File: config.mk
export PLATFORM = sky130hd
export DESIGN_NAME = raster_timing
export DESIGN_NICKNAME = d
export VERILOG_FILES = /design/src/rtl/raster_pkg.sv /design/src/rtl/raster_shadow.sv /design/src/rtl/raster_position.sv /design/src/rtl/raster_events.sv /design/src/rtl/raster_counters.sv /design/src/rtl/raster_timing.sv
export SDC_FILE = /design/constraint.sdc
export NUM_CORES = 1
export LEC_CHECK = 0
export ABC_AREA = 0
export BUFFER_PORTS_ARGS = -buffer_cell sky130_fd_sc_hd__buf_4
export CORE_ASPECT_RATIO = 0.6
export CORE_MARGIN = 3
export CORE_UTILIZATION = 50
export DETAILED_ROUTE_END_ITERATION = 8
export GPL_ROUTABILITY_DRIVEN = 0
export PLACE_DENSITY = 0.82
export SYNTH_ARGS = -nofsm -noshare
export SYNTH_HDL_FRONTEND = slang
export SYNTH_SLANG_ARGS = --single-unit
File: constraint.sdc
create_clock -name clk_i -period 6.7 [get_ports clk_i]
set_clock_uncertainty 0.2 [all_clocks]
set_input_delay 0.335 -clock clk_i [delete_from_list [all_inputs] [get_ports clk_i]]
set_output_delay 0.335 -clock clk_i [all_outputs]
set_load 0.03 [all_outputs]
File: src/rtl/raster_pkg.sv
package raster_pkg;

    // Bit positions of the event strobes inside the event vector
    typedef enum logic [1:0] {
        EV_VBLANK = 2'd0,
        EV_LATCH  = 2'd1,
        EV_FSTART = 2'd2,
        EV_VSYNC  = 2'd3
    } ev_e;

    localparam int unsigned EV_NUM = 4;

endpackage

File: src/rtl/raster_shadow.sv
// Active timing bank: loaded once after reset and again on every latch strobe.
module raster_shadow #(
    parameter int unsigned H_W = 12,
    parameter int unsigned V_W = 12
) (
    input  logic           clk_i,
    input  logic           rst_ni,
    input  logic           latch_i,
    input  logic [H_W-1:0] cfg_htotal_i,
    input  logic [H_W-1:0] cfg_hblank_i,
    input  logic [H_W-1:0] cfg_hsync_i,
    input  logic [V_W-1:0] cfg_vtotal_i,
    input  logic [V_W-1:0] cfg_vblank_i,
    input  logic [V_W-1:0] cfg_vsync_i,
    input  logic [V_W-1:0] cfg_vblank_end_i,
    input  logic [1:0]     cfg_fs_delay_i,
    output logic           boot_o,
    output logic [H_W-1:0] htotal_o,
    output logic [H_W-1:0] hblank_o,
    output logic [H_W-1:0] hsync_o,
    output logic [V_W-1:0] vtotal_o,
    output logic [V_W-1:0] vblank_o,
    output logic [V_W-1:0] vsync_o,
    output logic [V_W-1:0] vblank_end_o,
    output logic [1:0]     fs_delay_o
);

    typedef struct packed {
        logic           boot;
        logic [H_W-1:0] htotal;
        logic [H_W-1:0] hblank;
        logic [H_W-1:0] hsync;
        logic [V_W-1:0] vtotal;
        logic [V_W-1:0] vblank;
        logic [V_W-1:0] vsync;
        logic [V_W-1:0] vblank_end;
        logic [1:0]     fs_delay;
    } bank_t;

    bank_t bank_d, bank_q;

    always_comb begin
        bank_d      = bank_q;
        bank_d.boot = 1'b0;
        if (bank_q.boot || latch_i) begin
            bank_d.htotal     = cfg_htotal_i;
            bank_d.hblank     = cfg_hblank_i;
            bank_d.hsync      = cfg_hsync_i;
            bank_d.vtotal     = cfg_vtotal_i;
            bank_d.vblank     = cfg_vblank_i;
            bank_d.vsync      = cfg_vsync_i;
            bank_d.vblank_end = cfg_vblank_end_i;
            bank_d.fs_delay   = cfg_fs_delay_i;
        end
    end

    always_ff @(posedge clk_i or negedge rst_ni) begin
        if (!rst_ni) begin
            bank_q      <= '0;
            bank_q.boot <= 1'b1;
        end else begin
            bank_q <= bank_d;
        end
    end

    assign boot_o       = bank_q.boot;
    assign htotal_o     = bank_q.htotal;
    assign hblank_o     = bank_q.hblank;
    assign hsync_o      = bank_q.hsync;
    assign vtotal_o     = bank_q.vtotal;
    assign vblank_o     = bank_q.vblank;
    assign vsync_o      = bank_q.vsync;
    assign vblank_end_o = bank_q.vblank_end;
    assign fs_delay_o   = bank_q.fs_delay;

endmodule

File: src/rtl/raster_position.sv
// Horizontal / vertical raster walker; exposes both current and next position.
module raster_position #(
    parameter int unsigned H_W = 12,
    parameter int unsigned V_W = 12
) (
    input  logic           clk_i,
    input  logic           rst_ni,
    input  logic           step_i,
    input  logic [H_W-1:0] htotal_i,
    input  logic [V_W-1:0] vtotal_i,
    output logic [H_W-1:0] h_o,
    output logic [V_W-1:0] v_o,
    output logic [H_W-1:0] h_next_o,
    output logic [V_W-1:0] v_next_o
);

    typedef struct packed {
        logic [H_W-1:0] h;
        logic [V_W-1:0] v;
    } pos_t;

    pos_t pos_d, pos_q;

    always_comb begin
        pos_d = pos_q;
        if (step_i) begin
            // ">=" keeps the walk bounded if a smaller total is latched mid-line
            if (pos_q.h >= htotal_i - H_W'(1)) begin
                pos_d.h = '0;
                if (pos_q.v >= vtotal_i - V_W'(1)) begin
                    pos_d.v = '0;
                end else begin
                    pos_d.v = pos_q.v + V_W'(1);
                end
            end else begin
                pos_d.h = pos_q.h + H_W'(1);
            end
        end
    end

    always_ff @(posedge clk_i or negedge rst_ni) begin
        if (!rst_ni) begin
            pos_q <= '0;
        end else begin
            pos_q <= pos_d;
        end
    end

    assign h_o      = pos_q.h;
    assign v_o      = pos_q.v;
    assign h_next_o = pos_d.h;
    assign v_next_o = pos_d.v;

endmodule

File: src/rtl/raster_events.sv
// Decodes the next raster position into registered single-cycle event strobes.
module raster_events
    import raster_pkg::*;
#(
    parameter int unsigned H_W = 12,
    parameter int unsigned V_W = 12
) (
    input  logic              clk_i,
    input  logic              rst_ni,
    input  logic              step_i,
    input  logic [H_W-1:0]    h_next_i,
    input  logic [V_W-1:0]    v_next_i,
    input  logic [H_W-1:0]    hblank_i,
    input  logic [H_W-1:0]    hsync_i,
    input  logic [V_W-1:0]    vtotal_i,
    input  logic [V_W-1:0]    vblank_i,
    input  logic [V_W-1:0]    vsync_i,
    input  logic [1:0]        fs_delay_i,
    output logic [EV_NUM-1:0] ev_o,
    output logic              latch_next_o
);

    typedef struct packed {
        logic [EV_NUM-1:0] ev;
    } evr_t;

    evr_t evr_d, evr_q;

    logic [V_W-1:0]    vb_line, vs_line, fs_line;
    logic [V_W:0]      fs_sum;
    logic [EV_NUM-1:0] hit;

    always_comb begin
        // line that carries the sync-aligned strobe: one before the named line
        vb_line = (vblank_i == '0) ? vtotal_i - V_W'(1) : vblank_i - V_W'(1);
        vs_line = (vsync_i  == '0) ? vtotal_i - V_W'(1) : vsync_i  - V_W'(1);
        fs_sum  = {1'b0, vblank_i} + (V_W+1)'(fs_delay_i);
        if (fs_sum >= {1'b0, vtotal_i}) begin
            fs_line = V_W'(fs_sum - {1'b0, vtotal_i});
        end else begin
            fs_line = fs_sum[V_W-1:0];
        end

        hit            = '0;
        hit[EV_VBLANK] = (h_next_i == hsync_i)  && (v_next_i == vb_line);
        hit[EV_LATCH]  = (h_next_i == hsync_i)  && (v_next_i == vb_line);
        hit[EV_FSTART] = (h_next_i == hblank_i) && (v_next_i == fs_line);
        hit[EV_VSYNC]  = (h_next_i == hsync_i)  && (v_next_i == vs_line);

        evr_d = evr_q;
        for (int i = 0; i < EV_NUM; i++) begin
            evr_d.ev[i] = step_i && hit[i];
        end
    end

    always_ff @(posedge clk_i or negedge rst_ni) begin
        if (!rst_ni) begin
            evr_q <= '0;
        end else begin
            evr_q <= evr_d;
        end
    end

    assign ev_o         = evr_q.ev;
    assign latch_next_o = evr_d.ev[EV_LATCH];

endmodule

File: src/rtl/raster_counters.sv
// Scanline, pixel-in-frame and frame counters plus the vertical-blank level.
module raster_counters #(
    parameter int unsigned H_W     = 12,
    parameter int unsigned V_W     = 12,
    parameter int unsigned PIX_W   = 24,
    parameter int unsigned FRAME_W = 24
) (
    input  logic               clk_i,
    input  logic               rst_ni,
    input  logic               step_i,
    input  logic               init_i,
    input  logic [V_W-1:0]     init_line_i,
    input  logic [H_W-1:0]     h_next_i,
    input  logic [V_W-1:0]     v_next_i,
    input  logic [H_W-1:0]     hsync_i,
    input  logic [V_W-1:0]     vblank_i,
    input  logic [V_W-1:0]     vblank_end_i,
    output logic [V_W-1:0]     scanline_o,
    output logic [PIX_W-1:0]   pixel_o,
    output logic [FRAME_W-1:0] frame_o,
    output logic               in_vblank_o
);

    typedef struct packed {
        logic [V_W-1:0]     line;
        logic [PIX_W-1:0]   pix;
        logic [FRAME_W-1:0] frame;
        logic               vb;
    } cnt_t;

    cnt_t cnt_d, cnt_q;
    logic at_origin;

    always_comb begin
        cnt_d     = cnt_q;
        at_origin = (h_next_i == '0) && (v_next_i == '0);
        if (init_i) begin
            cnt_d.line = init_line_i;
        end else if (step_i) begin
            if (h_next_i == hsync_i) begin
                cnt_d.line = v_next_i;
            end
            if (at_origin) begin
                cnt_d.pix   = '0;
                cnt_d.frame = cnt_q.frame + FRAME_W'(1);
            end else begin
                cnt_d.pix = cnt_q.pix + PIX_W'(1);
            end
            cnt_d.vb = (v_next_i >= vblank_i) && (v_next_i < vblank_end_i);
        end
    end

    always_ff @(posedge clk_i or negedge rst_ni) begin
        if (!rst_ni) begin
            cnt_q <= '0;
        end else begin
            cnt_q <= cnt_d;
        end
    end

    assign scanline_o  = cnt_q.line;
    assign pixel_o     = cnt_q.pix;
    assign frame_o     = cnt_q.frame;
    assign in_vblank_o = cnt_q.vb;

endmodule

File: src/rtl/raster_timing.sv
module raster_timing
    import raster_pkg::*;
#(
    parameter int unsigned H_W     = 12,
    parameter int unsigned V_W     = 12,
    parameter int unsigned FRAME_W = 24,
    localparam int unsigned PIX_W  = H_W + V_W
) (
    input  logic               clk_i,
    input  logic               rst_ni,
    input  logic               pix_en_i,
    input  logic [H_W-1:0]     cfg_htotal_i,
    input  logic [H_W-1:0]     cfg_hblank_i,
    input  logic [H_W-1:0]     cfg_hsync_i,
    input  logic [V_W-1:0]     cfg_vtotal_i,
    input  logic [V_W-1:0]     cfg_vblank_i,
    input  logic [V_W-1:0]     cfg_vsync_i,
    input  logic [V_W-1:0]     cfg_vblank_end_i,
    input  logic [1:0]         cfg_fs_delay_i,
    output logic [V_W-1:0]     scanline_o,
    output logic [PIX_W-1:0]   pixel_count_o,
    output logic [FRAME_W-1:0] frame_count_o,
    output logic               in_vblank_o,
    output logic               vblank_start_o,
    output logic               frame_start_o,
    output logic               vsync_start_o,
    output logic               latch_o
);

    logic              boot;
    logic              step;
    logic              latch_next;
    logic [H_W-1:0]    act_htotal, act_hblank, act_hsync;
    logic [V_W-1:0]    act_vtotal, act_vblank, act_vsync, act_vblank_end;
    logic [1:0]        act_fs_delay;
    logic [H_W-1:0]    pos_h, nxt_h;
    logic [V_W-1:0]    pos_v, nxt_v;
    logic [EV_NUM-1:0] ev;

    assign step = pix_en_i && !boot;

    raster_shadow #(.H_W(H_W), .V_W(V_W)) shadow_i (
        .clk_i            (clk_i),
        .rst_ni           (rst_ni),
        .latch_i          (latch_next),
        .cfg_htotal_i     (cfg_htotal_i),
        .cfg_hblank_i     (cfg_hblank_i),
        .cfg_hsync_i      (cfg_hsync_i),
        .cfg_vtotal_i     (cfg_vtotal_i),
        .cfg_vblank_i     (cfg_vblank_i),
        .cfg_vsync_i      (cfg_vsync_i),
        .cfg_vblank_end_i (cfg_vblank_end_i),
        .cfg_fs_delay_i   (cfg_fs_delay_i),
        .boot_o           (boot),
        .htotal_o         (act_htotal),
        .hblank_o         (act_hblank),
        .hsync_o          (act_hsync),
        .vtotal_o         (act_vtotal),
        .vblank_o         (act_vblank),
        .vsync_o          (act_vsync),
        .vblank_end_o     (act_vblank_end),
        .fs_delay_o       (act_fs_delay)
    );

    raster_position #(.H_W(H_W), .V_W(V_W)) position_i (
        .clk_i    (clk_i),
        .rst_ni   (rst_ni),
        .step_i   (step),
        .htotal_i (act_htotal),
        .vtotal_i (act_vtotal),
        .h_o      (pos_h),
        .v_o      (pos_v),
        .h_next_o (nxt_h),
        .v_next_o (nxt_v)
    );

    raster_events #(.H_W(H_W), .V_W(V_W)) events_i (
        .clk_i        (clk_i),
        .rst_ni       (rst_ni),
        .step_i       (step),
        .h_next_i     (nxt_h),
        .v_next_i     (nxt_v),
        .hblank_i     (act_hblank),
        .hsync_i      (act_hsync),
        .vtotal_i     (act_vtotal),
        .vblank_i     (act_vblank),
        .vsync_i      (act_vsync),
        .fs_delay_i   (act_fs_delay),
        .ev_o         (ev),
        .latch_next_o (latch_next)
    );

    raster_counters #(
        .H_W(H_W), .V_W(V_W), .PIX_W(PIX_W), .FRAME_W(FRAME_W)
    ) counters_i (
        .clk_i        (clk_i),
        .rst_ni       (rst_ni),
        .step_i       (step),
        .init_i       (boot),
        .init_line_i  (cfg_vtotal_i - V_W'(1)),
        .h_next_i     (nxt_h),
        .v_next_i     (nxt_v),
        .hsync_i      (act_hsync),
        .vblank_i     (act_vblank),
        .vblank_end_i (act_vblank_end),
        .scanline_o   (scanline_o),
        .pixel_o      (pixel_count_o),
        .frame_o      (frame_count_o),
        .in_vblank_o  (in_vblank_o)
    );

    assign vblank_start_o = ev[EV_VBLANK];
    assign latch_o        = ev[EV_LATCH];
    assign frame_start_o  = ev[EV_FSTART];
    assign vsync_start_o  = ev[EV_VSYNC];

endmodule

# Word-level counts from Yosys, hierarchy flattened
# Cells that the tools add are included.
[word_totals]
out_inout_bits = 65
word_cells = 70
input_bits = 89
ff_bits = 176
[op_classes]
bitwise = 1
n_eq_ne = 5
magnitude_cmp = 5
n_addsub = 11
reduce_logical = 20
muxes = 12
[op_table]
columns = ["operator", "n"]
rows = [
  ["2-to-1 mux 12 bit", 8],
  ["2-to-1 mux 24 bit", 3],
  ["2-to-1 mux 61 bit", 1],
  ["equality test 12 bit", 5],
  ["subtractor 12 x 1 -> 12 bit, second input constant", 5],
  ["adder 24 x 1 -> 24 bit, second input constant", 2],
  ["zero test 12 bit", 4],
  [">= comparator 12 bit", 3],
  ["adder 12 x 1 -> 12 bit, second input constant", 2],
  ["adder 12 x 2 -> 13 bit", 1],
  [">= comparator 13 x 12 -> 1 bit", 1],
  ["less-than comparator 12 bit", 1],
  ["subtractor 12 bit", 1],
  ["logical AND 1 bit", 9],
  ["AND reduction 2 bit", 2],
  ["nonzero test 2 bit", 2],
  ["AND reduction 3 bit", 1],
  ["zero test 1 bit", 1],
  ["logical OR 1 bit", 1],
  ["NOT 1 bit", 1],
]

# Longest topological paths before layout
# Gate-level depths: netlist of the first run.
[depth]
word_depth = 10
depth_mapped = 25
depth_no_buf = 24

# By module
# Synthesis of the first run repeated with hierarchy kept, for this count alone.
[hier_totals]
hier_cells = 1203
area_unflattened_um2 = 12171.7
[by_module_without_submodules]
columns = ["module", "n_inst", "cells_each", "seq_area_each_um2", "area_each_um2"]
rows = [
  ["raster_counters", 1, 373, 1526.5, 3649.8],
  ["raster_shadow", 1, 184, 2178.3, 3433.3],
  ["raster_events", 1, 374, 75.1, 2731.4],
  ["raster_position", 1, 242, 600.6, 2128.3],
  ["raster_timing", 1, 30, 0.0, 229.0],
]

# Worst setup path after synthesis of the first run
# OpenSTA, ideal clock, no wires.
[synth_timing]
path_kind = "register to register"
startpoint = "reg shadow_i.bank_q, in the netlist shadow_i.htotal_o[9]"
endpoint = "reg shadow_i.bank_q, in the netlist shadow_i.vblank_o[0]"
arrival_ps = 4523
path_slack_ps = 1850
required_ps = 6373
n_path_buf = 3
stages_incl_launch_ff = 19
setup_ps = 127
period_less_slack_ps = 4850
cell_sequence = "dfrtp_1 -> or4_1 -> nor3_1 -> xnor2_1 -> ha_1 -> nand2_1 -> nor2_1 -> nand2_1 -> clkbuf_1 -> a21oi_2 -> o21ai_0 -> a22oi_1 -> inv_1 -> xnor2_1 -> or4_1 -> o41ai_4 -> buf_6 -> buf_8 -> mux2_1"
[synth_between]
elab_chain_cells = 8
word_cells_on_any_way = 10
classes_between = "add/sub (1); order compare (1); eq/ne (2); mux (3); reduce/logical (3)"
[synth_lines]
columns = ["item", "line_no", "source"]
rows = [
  ["from (decl)", "raster_shadow.sv:40", "bank_t bank_d, bank_q;"],
  ["from (signal assigned)", "raster_shadow.sv:62", "bank_q <= bank_d;"],
  ["subtractor 12 x 1 -> 12 bit", "raster_position.sv:28", "if (pos_q.h >= htotal_i - H_W'(1)) begin"],
  [">= comparator 12 bit", "raster_position.sv:28", ""],
  ["2-to-1 mux 12 bit", "raster_position.sv:28", ""],
  ["2-to-1 mux 24 bit", "raster_position.sv:26", "if (step_i) begin"],
  ["net counters_i.v_next_i[5]", "raster_counters.sv:14", "input logic [V_W-1:0] v_next_i,"],
  ["equality test 12 bit", "raster_events.sv:46", "hit[EV_LATCH] = (h_next_i == hsync_i) && (v_next_i == vb_line);"],
  ["logical AND 1 bit", "raster_events.sv:46", ""],
  ["logical AND 1 bit", "raster_events.sv:52", "evr_d.ev[i] = step_i && hit[i];"],
  ["logical OR 1 bit", "raster_shadow.sv:45", "if (bank_q.boot || latch_i) begin"],
]
# The timed path passes the listed nets, and every way through them passes these cells.
# A chain may end at the register's enable or synchronous reset.

# Final worst setup path of the first run
[layout_timing]
startpoint = "reg shadow_i.bank_q, in the netlist shadow_i.htotal_o[3]"
endpoint = "reg shadow_i.bank_q, in the netlist shadow_i.htotal_o[6]"
# Same word-level chain as after synthesis.

==> key figures, run 1 <==
Pwr
  – Leak Pwr: 0.00658 uW
  – PD cells: 219 mW/mm^2
  – Internal power: 2090 uW
  – Switch share: 0.351
  – Switch Pwr: 1130 uW
  – Max VDD drop: 0.000181 V
  – Sequential Power Share: 0.399
  – Combinational fraction of design power: 0.291
  – Clock power frac: 0.310

Routing
  – TritonRoute pass-1 iters: 5
  – Via density: 5.94
  – DRC violations left: 0
  – Routed Antenna Nets: 0
  – DRT Wirelength: 36.0 mm
  – Wire length per cell: 20.1 um
  – Number of DRC markers in iteration 0: 1354
  – Detailed-route via count: 10643

Global route
  – Vias in the first global route: 10357
  – First-pass GRT wire length: 56.6 mm
  – Largest net degree at the start of global routing: 98
  – Antenna violations before repair: 0
  – Global-route usage over all layers: 0.282
  – Gr ovfl total: 0

Floorplanning
  – Top Ports: 154
  – Die H: 125 um
  – Die area: 0.0256 mm^2
  – FP Rows: 42
  – Initial Utilization: 0.523
  – Core Box Area: 0.0226 mm^2
  – Die width: 205 um

STA
  – Crit path time final: 6280 ps
  – Relative slew slack: 0.249
  – Tcrit/Tclk final: 0.938
  – Setup-failing EPs final: 0
  – Final Hold Fails: 0
  – RSZ-0062 raised after global routing: false
  – Maximum clock rate: 159 MHz
  – Worst Tran Pin Value: 1120 ps
  – Final Max Slew Viols: 0
  – Setup TNS: 0 ps

Logic synthesis
  – Net count after synthesis: 1408
  – Post-synth EDFFs: 0
  – Cell count after synthesis: 1247
  – Cell taking the most area after synthesis: dfrtp_1
  – Prevailing post-synth register cell: dfrtp_1
  – #FFs+latches synth: 175
  – Unique masters post-synth: 70
  – Yosys warns: 0
  – Post-Syn Area per Cell: 9.50 um^2
  – Synth top area cells: dfrtp_1 (37%), xnor2_1 (9.0%), ha_1 (7.4%)
  – Post-Syn Area: 0.0118 mm^2
  – Asr flop ratio synth: 1.00
  – Sequential share of the synthesized area: 0.370
  – Yosys top cell area share: 0.368

Place
  – PortBufs: 153
  – Dpl hpwl: 26.1 mm

Clocking
  – Clk_lat worst skew: 450 ps
  – Root Driver: clkbuf_16
  – Clock sink count: 175
  – Worst-path clk slew: 70 ps
  – Setup bufs post-CTS: 0
  – Clk buf depth: 2
  – CTS buffer count: 17
  – Max H-tree Level: 4
  – CTS tree: yes

Critical path
  – CP Class: register to register
  – Most common cell on crit path: xnor2_1
  – WP data required: 6830 ps
  – Crit. End Element: register
  – Critical path origin: shadow_i.htotal_o[3]
  – Slowest-stage cell, CP: or4_1
  – Crit-path max cell delay: 580 ps
  – Worst-path cell chain: nor4_1 > nand2_1 > nor3_1 > xnor2_1 > ha_1 > a21oi_1 > o21ai_0 > a31oi_2 > a21o_1 > nor3_2 > a22oi_1 > inv_1 > xnor2_1 > or4_1 > o41ai_4 > buf_4 > mux2_2
  – Worst path arrival time: 6410 ps
  – Worst setup SP type: register
  – Max Fanout on Critical Path: 37
  – Worst R2R Start: shadow_i.htotal_o[3]
  – R2R depth: 17

Cells and area
  – Multi-input logic area: 0.00694 mm^2
  – Filler Cell Count: 1736
  – Layout net count: 1632
  – Synthesis-to-finish area growth: 24.1%
  – N_diodes: 0
  – Fin util: 0.649
  – Share of cells above drive strength 1: 0.180
  – FF+latch area: 0.00438 mm^2

Worst hold path
  – Hold Crit Depth: 3
  – Beginning of the worst hold path: cfg_vtotal_i[1]
  – Worst min path class: primary input to register

Run
  – Max Cap Violations: 0

Status
  – Status: complete, no violations
-- layout by cell type, fill, tap and decap left out, types with 24 or more instances in the layout --
cell type,n
a21oi_1,55
and3_1,24
buf_4,168
dfrtp_1,174
dlygate4sd3_1,86
ha_1,70
inv_1,70
mux2_1,38
mux2_2,50
mux2i_1,33
nand2_1,83
nand3_1,40
nand4_1,36
nor2_1,105
nor3_1,35
o21ai_0,46
xnor2_1,122
xor2_1,47
-- routing by layer --
metal  vias up  wire (um)  GRT usage
li1       4828          -          -
met1      5076      15400      0.399
met2       637      15000      0.403
met3       100       4490     0.0964
met4         2       1030     0.0922
met5         -         64     0.0188
-- critical path: cells and delay by family (launching register included) --
family | cells | cell delay [ps]
compound gates | 6 | 2130
xor+xnor | 2 | 360
fa+ha+maj | 1 | 270
buf+inv | 2 | 760
flops | 1 | 420
mux | 1 | 410
simple gates | 5 | 1560
-- cell usage after synthesis, types with 3 or more instances --
master / instances
a211oi_1: 9
xor2_1: 47
buf_2: 14
o31a_1: 3
and3_1: 24
nor2b_1: 9
o31ai_1: 5
a22oi_1: 4
ha_1: 70
or3_1: 3
nor3_2: 3
nand2_1: 83
nor4_1: 17
mux2_1: 38
or2_2: 3
or4_1: 6
mux2i_1: 33
o21ai_1: 4
nand3b_1: 3
o21bai_1: 3
a31oi_1: 7
nand4_1: 36
a2111oi_0: 3
nor3_1: 35
mux2_2: 50
nand4b_1: 4
inv_1: 70
a21oi_1: 55
xnor2_1: 122
dfrtp_1: 174
and2_1: 6
o32ai_1: 3
buf_8: 4
nand3_1: 40
clkbuf_1: 28
o22ai_1: 5
o21a_1: 7
nand2b_1: 7
o21ai_0: 46
a21o_1: 13
o211ai_1: 6
nor2_1: 105
and4_1: 4
-- cells by family after synthesis --
kind of cell,after synthesis,share of synthesized area
flops,175,0.370
other cells,1,0.000317
simple gates,396,0.169
fa+ha+maj,72,0.0773
xor+xnor,169,0.125
compound gates,190,0.102
buf+inv,123,0.0455
mux,121,0.112
-- layout make-up --
class                           count  area share
Clock buffer                       19      0.0301
Sequential cell                   175       0.298
Timing Repair Buffer              256       0.146
Clock inverter                     13     0.00868
Inverter                           72      0.0184
Multi-Input combinational cell    949       0.472
Tap cell                          308      0.0262
-- stage by stage --
step / total power, uW / cell area [um^2] / setup WS [ps] / hold slack (ps) / std cells
after floorplan: 1850 / 11800 / 1850 / -161 / 1247
after global routing: 3360 / 14700 / 86.8 / 13.9 / 1792
after detailed placement: 2160 / 13300 / 587 / 278 / 1674
final: 3220 / 14700 / 418 / 26.3 / 1792
after CTS: 3190 / 14700 / 571 / 14.2 / 1792
after global placement: 2130 / 13300 / 835 / 264 / 1674
-- worst paths after layout --
kind | end | slack (ps)
max in group asynchronous | shadow_i.vtotal_o[7] | 4340
hold / removal | shadow_i.vtotal_o[1] | 30
setup reg to reg | shadow_i.htotal_o[6] | 420
hold reg to reg | counters_i.frame_o[23] | 270
setup / recovery | shadow_i.htotal_o[6] | 420
min in group asynchronous | counters_i.pixel_o[9] | 350
-- power by group through the flow --
| stage | sequential, uW | clock [uW] | combinational [uW] |
|---|---|---|---|
| 5_1_grt | 1300 | 1050 | 1010 |
| 3_3_place_gp | 1290 | 0 | 838 |
| 2_1_floorplan | 1280 | 0 | 578 |
| 3_5_place_dp | 1300 | 0 | 863 |
| 4_1_cts | 1280 | 1000 | 909 |
| 6_report | 1290 | 998 | 936 |
-- what timing repair did --
item	CTS	global route
endpoints found under the hold margin	181	0
setup endpoints to repair	0	7
gates resized for setup	0	1
hold buffers	86	0
Power figures use the tool's default switching activity.
==> run 2: changes to the inputs <==
--- a/config.mk
+++ b/config.mk
@@ -6,13 +6,13 @@
 export NUM_CORES = 1
 export LEC_CHECK = 0
 export ABC_AREA = 0
-export BUFFER_PORTS_ARGS = -buffer_cell sky130_fd_sc_hd__buf_4
 export CORE_ASPECT_RATIO = 0.6
 export CORE_MARGIN = 3
 export CORE_UTILIZATION = 50
 export DETAILED_ROUTE_END_ITERATION = 8
+export DONT_BUFFER_PORTS = 1
 export GPL_ROUTABILITY_DRIVEN = 0
-export PLACE_DENSITY = 0.82
+export PLACE_DENSITY = 0.76
 export SYNTH_ARGS = -nofsm -noshare
 export SYNTH_HDL_FRONTEND = slang
 export SYNTH_SLANG_ARGS = --single-unit
==> key figures, run 2 (synthesized netlist as in run 1, its figures left out) <==
Floorplanning
  – Die area: 0.0256 mm^2
  – FP Rows: 42
  – Core Box Area: 0.0226 mm^2
  – Die width: 205 um
  – Top Ports: 154
  – Initial Utilization: 0.523
  – Die H: 125 um

Cells and area
  – Layout net count: 1482
  – Design Area, Final: 0.0136 mm^2
  – Synthesis-to-finish area growth: 14.8%
  – Share of cells above drive strength 1: 0.0862
  – Commonest non-fill, non-tap cell in the layout: dfrtp_1
  – N_diodes: 0
  – Most frequent cells in the layout: dfrtp_1 (174), xnor2_1 (122), nor2_1 (105)

STA
  – Worst Tran Pin Value: 1140 ps
  – Tcrit/Tclk final: 0.927
  – RSZ-0062 raised after global routing: false
  – Relative slew slack: 0.240
  – Setup TNS: 0 ps
  – Final Hold Fails: 0
  – Setup-failing EPs final: 0
  – Maximum clock rate: 161 MHz
  – Final Max Slew Viols: 0
  – Crit path time final: 6210 ps

Routing
  – Number of DRC markers in iteration 0: 1205
  – Wire length per cell: 21.4 um
  – Via density: 6.13
  – Routed Antenna Nets: 0
  – Detailed-route via count: 10064
  – DRT Wirelength: 35.1 mm
  – TritonRoute pass-1 iters: 8
  – DRC violations left: 0

Pwr
  – Clock power frac: 0.315
  – Internal power: 2000 uW
  – Sequential Power Share: 0.427
  – Switch share: 0.361
  – Max VDD drop: 0.000200 V
  – Combinational fraction of design power: 0.258
  – PD cells: 230 mW/mm^2
  – Pwr Total: 3130 uW
  – Leak Pwr: 0.00583 uW
  – Switch Pwr: 1130 uW

Clocking
  – Max H-tree Level: 4
  – CTS tree: yes
  – Worst-path clk slew: 80 ps
  – Root Driver: clkbuf_16
  – Clk buf depth: 2
  – Clk_lat worst skew: 460 ps
  – CTS Hold Bufs: 89
  – Clock sink count: 175
  – CTS buffer count: 17
  – Cts repair resizes: 0
  – Setup bufs post-CTS: 0

Critical path
  – Worst setup SP type: register
  – R2R depth: 17
  – CP Class: register to register
  – R2r setup slk: 490 ps
  – Critical R2R Capture: shadow_i.vblank_end_o[5]
  – WP data required: 6840 ps
  – Worst path arrival time: 6360 ps
  – Crit. End Element: register
  – Max Fanout on Critical Path: 50
  – Worst R2R Start: shadow_i.htotal_o[2]

Global route
  – Gr ovfl total: 0
  – Largest net degree at the start of global routing: 176
  – First-pass GRT wire length: 54.5 mm
  – Global-route usage over all layers: 0.274
  – Antenna violations before repair: 0
  – Vias in the first global route: 9679

Run
  – Max Cap Violations: 0

Worst hold path
  – Hold Path End: counters_i.scanline_o[5]
  – Hold Crit Depth: 4
  – Worst min path class: primary input to register
  – Beginning of the worst hold path: cfg_vtotal_i[3]

Place
  – Dpl hpwl: 25.1 mm
  – Placed inst area: 0.0121 mm^2
  – PortBufs: 0

Status
  – Status: complete, no violations
-- run 2: cell types whose count changed in the layout (fill, tap and decap cells not counted), sizes merged --
cell / delta
buf: -152
bufinv: -1
clkbuf: -2
clkinv: -1
clkinvlp: +1
dlygate4sd3: +2
inv: +3
-- run 2: power by group through the flow --
stage	clock, uW	combinational, uW	sequential (uW)
2_1_floorplan	0	578	1280
3_3_place_gp	0	682	1340
3_5_place_dp	0	706	1350
4_1_cts	999	781	1330
5_1_grt	1040	880	1350
6_report	985	806	1340
-- run 2: cell type report --
class,count,area (um^2)
Inverter,72,270
Clock inverter,15,141
Multi-Input combinational cell,949,6940
Clock buffer,17,425
Fill cell,1844,9050
Sequential cell,175,4380
Timing Repair Buffer,106,1060
Tap cell,308,385
-- run 2: worst max-delay path: stages (launching register included) --
cell and delay [ps]:
dfrtp_1 430, nor4_1 390, nand2_1 190, nor3_1 260, xnor2_1 170, ha_1 280
a21oi_1 170, o21ai_0 130, a31oi_2 580, a21o_1 560, nor3_2 140, a22oi_1 360
inv_1 240, xnor2_1 170, or4_1 570, o41ai_4 490, buf_12 330, mux2_2 400
-- run 2: routing by layer --
metal / routed length, um / vias to the layer above / global-route usage / share of wire
met5: 0 / - / 0 / 0
met4: 1190 / 0 / 0.107 / 0.034
met3: 4460 / 88 / 0.104 / 0.13
met2: 14100 / 567 / 0.373 / 0.40
met1: 15300 / 4849 / 0.390 / 0.44
li1: - / 4560 / - / -
-- run 2: worst max path at each step --
stage / startpoint / to / slack (ps) / depth (start not counted)
after floorplan: shadow_i.htotal_o[9] / shadow_i.vblank_o[0] / 1850 / 18
after global placement: shadow_i.htotal_o[2] / shadow_i.hblank_o[11] / 910 / 17
after detailed placement: shadow_i.htotal_o[3] / shadow_i.vblank_o[4] / 670 / 17
after CTS: shadow_i.htotal_o[2] / shadow_i.hblank_o[7] / 580 / 17
after global routing: shadow_i.htotal_o[2] / shadow_i.hblank_o[7] / 40 / 17
final: shadow_i.htotal_o[2] / shadow_i.vblank_end_o[5] / 490 / 17
-- run 2: metrics by stage --
step	instances	utilization	hold WS [ps]	worst slack, ps
floorplan	1247	-	-161	1850
global placement	1521	0.535	-157	907
detailed placement	1521	0.535	-157	674
CTS	1642	0.600	3.93	576
global route	1642	0.600	61.1	38.3
finish	1642	0.600	51.3	486
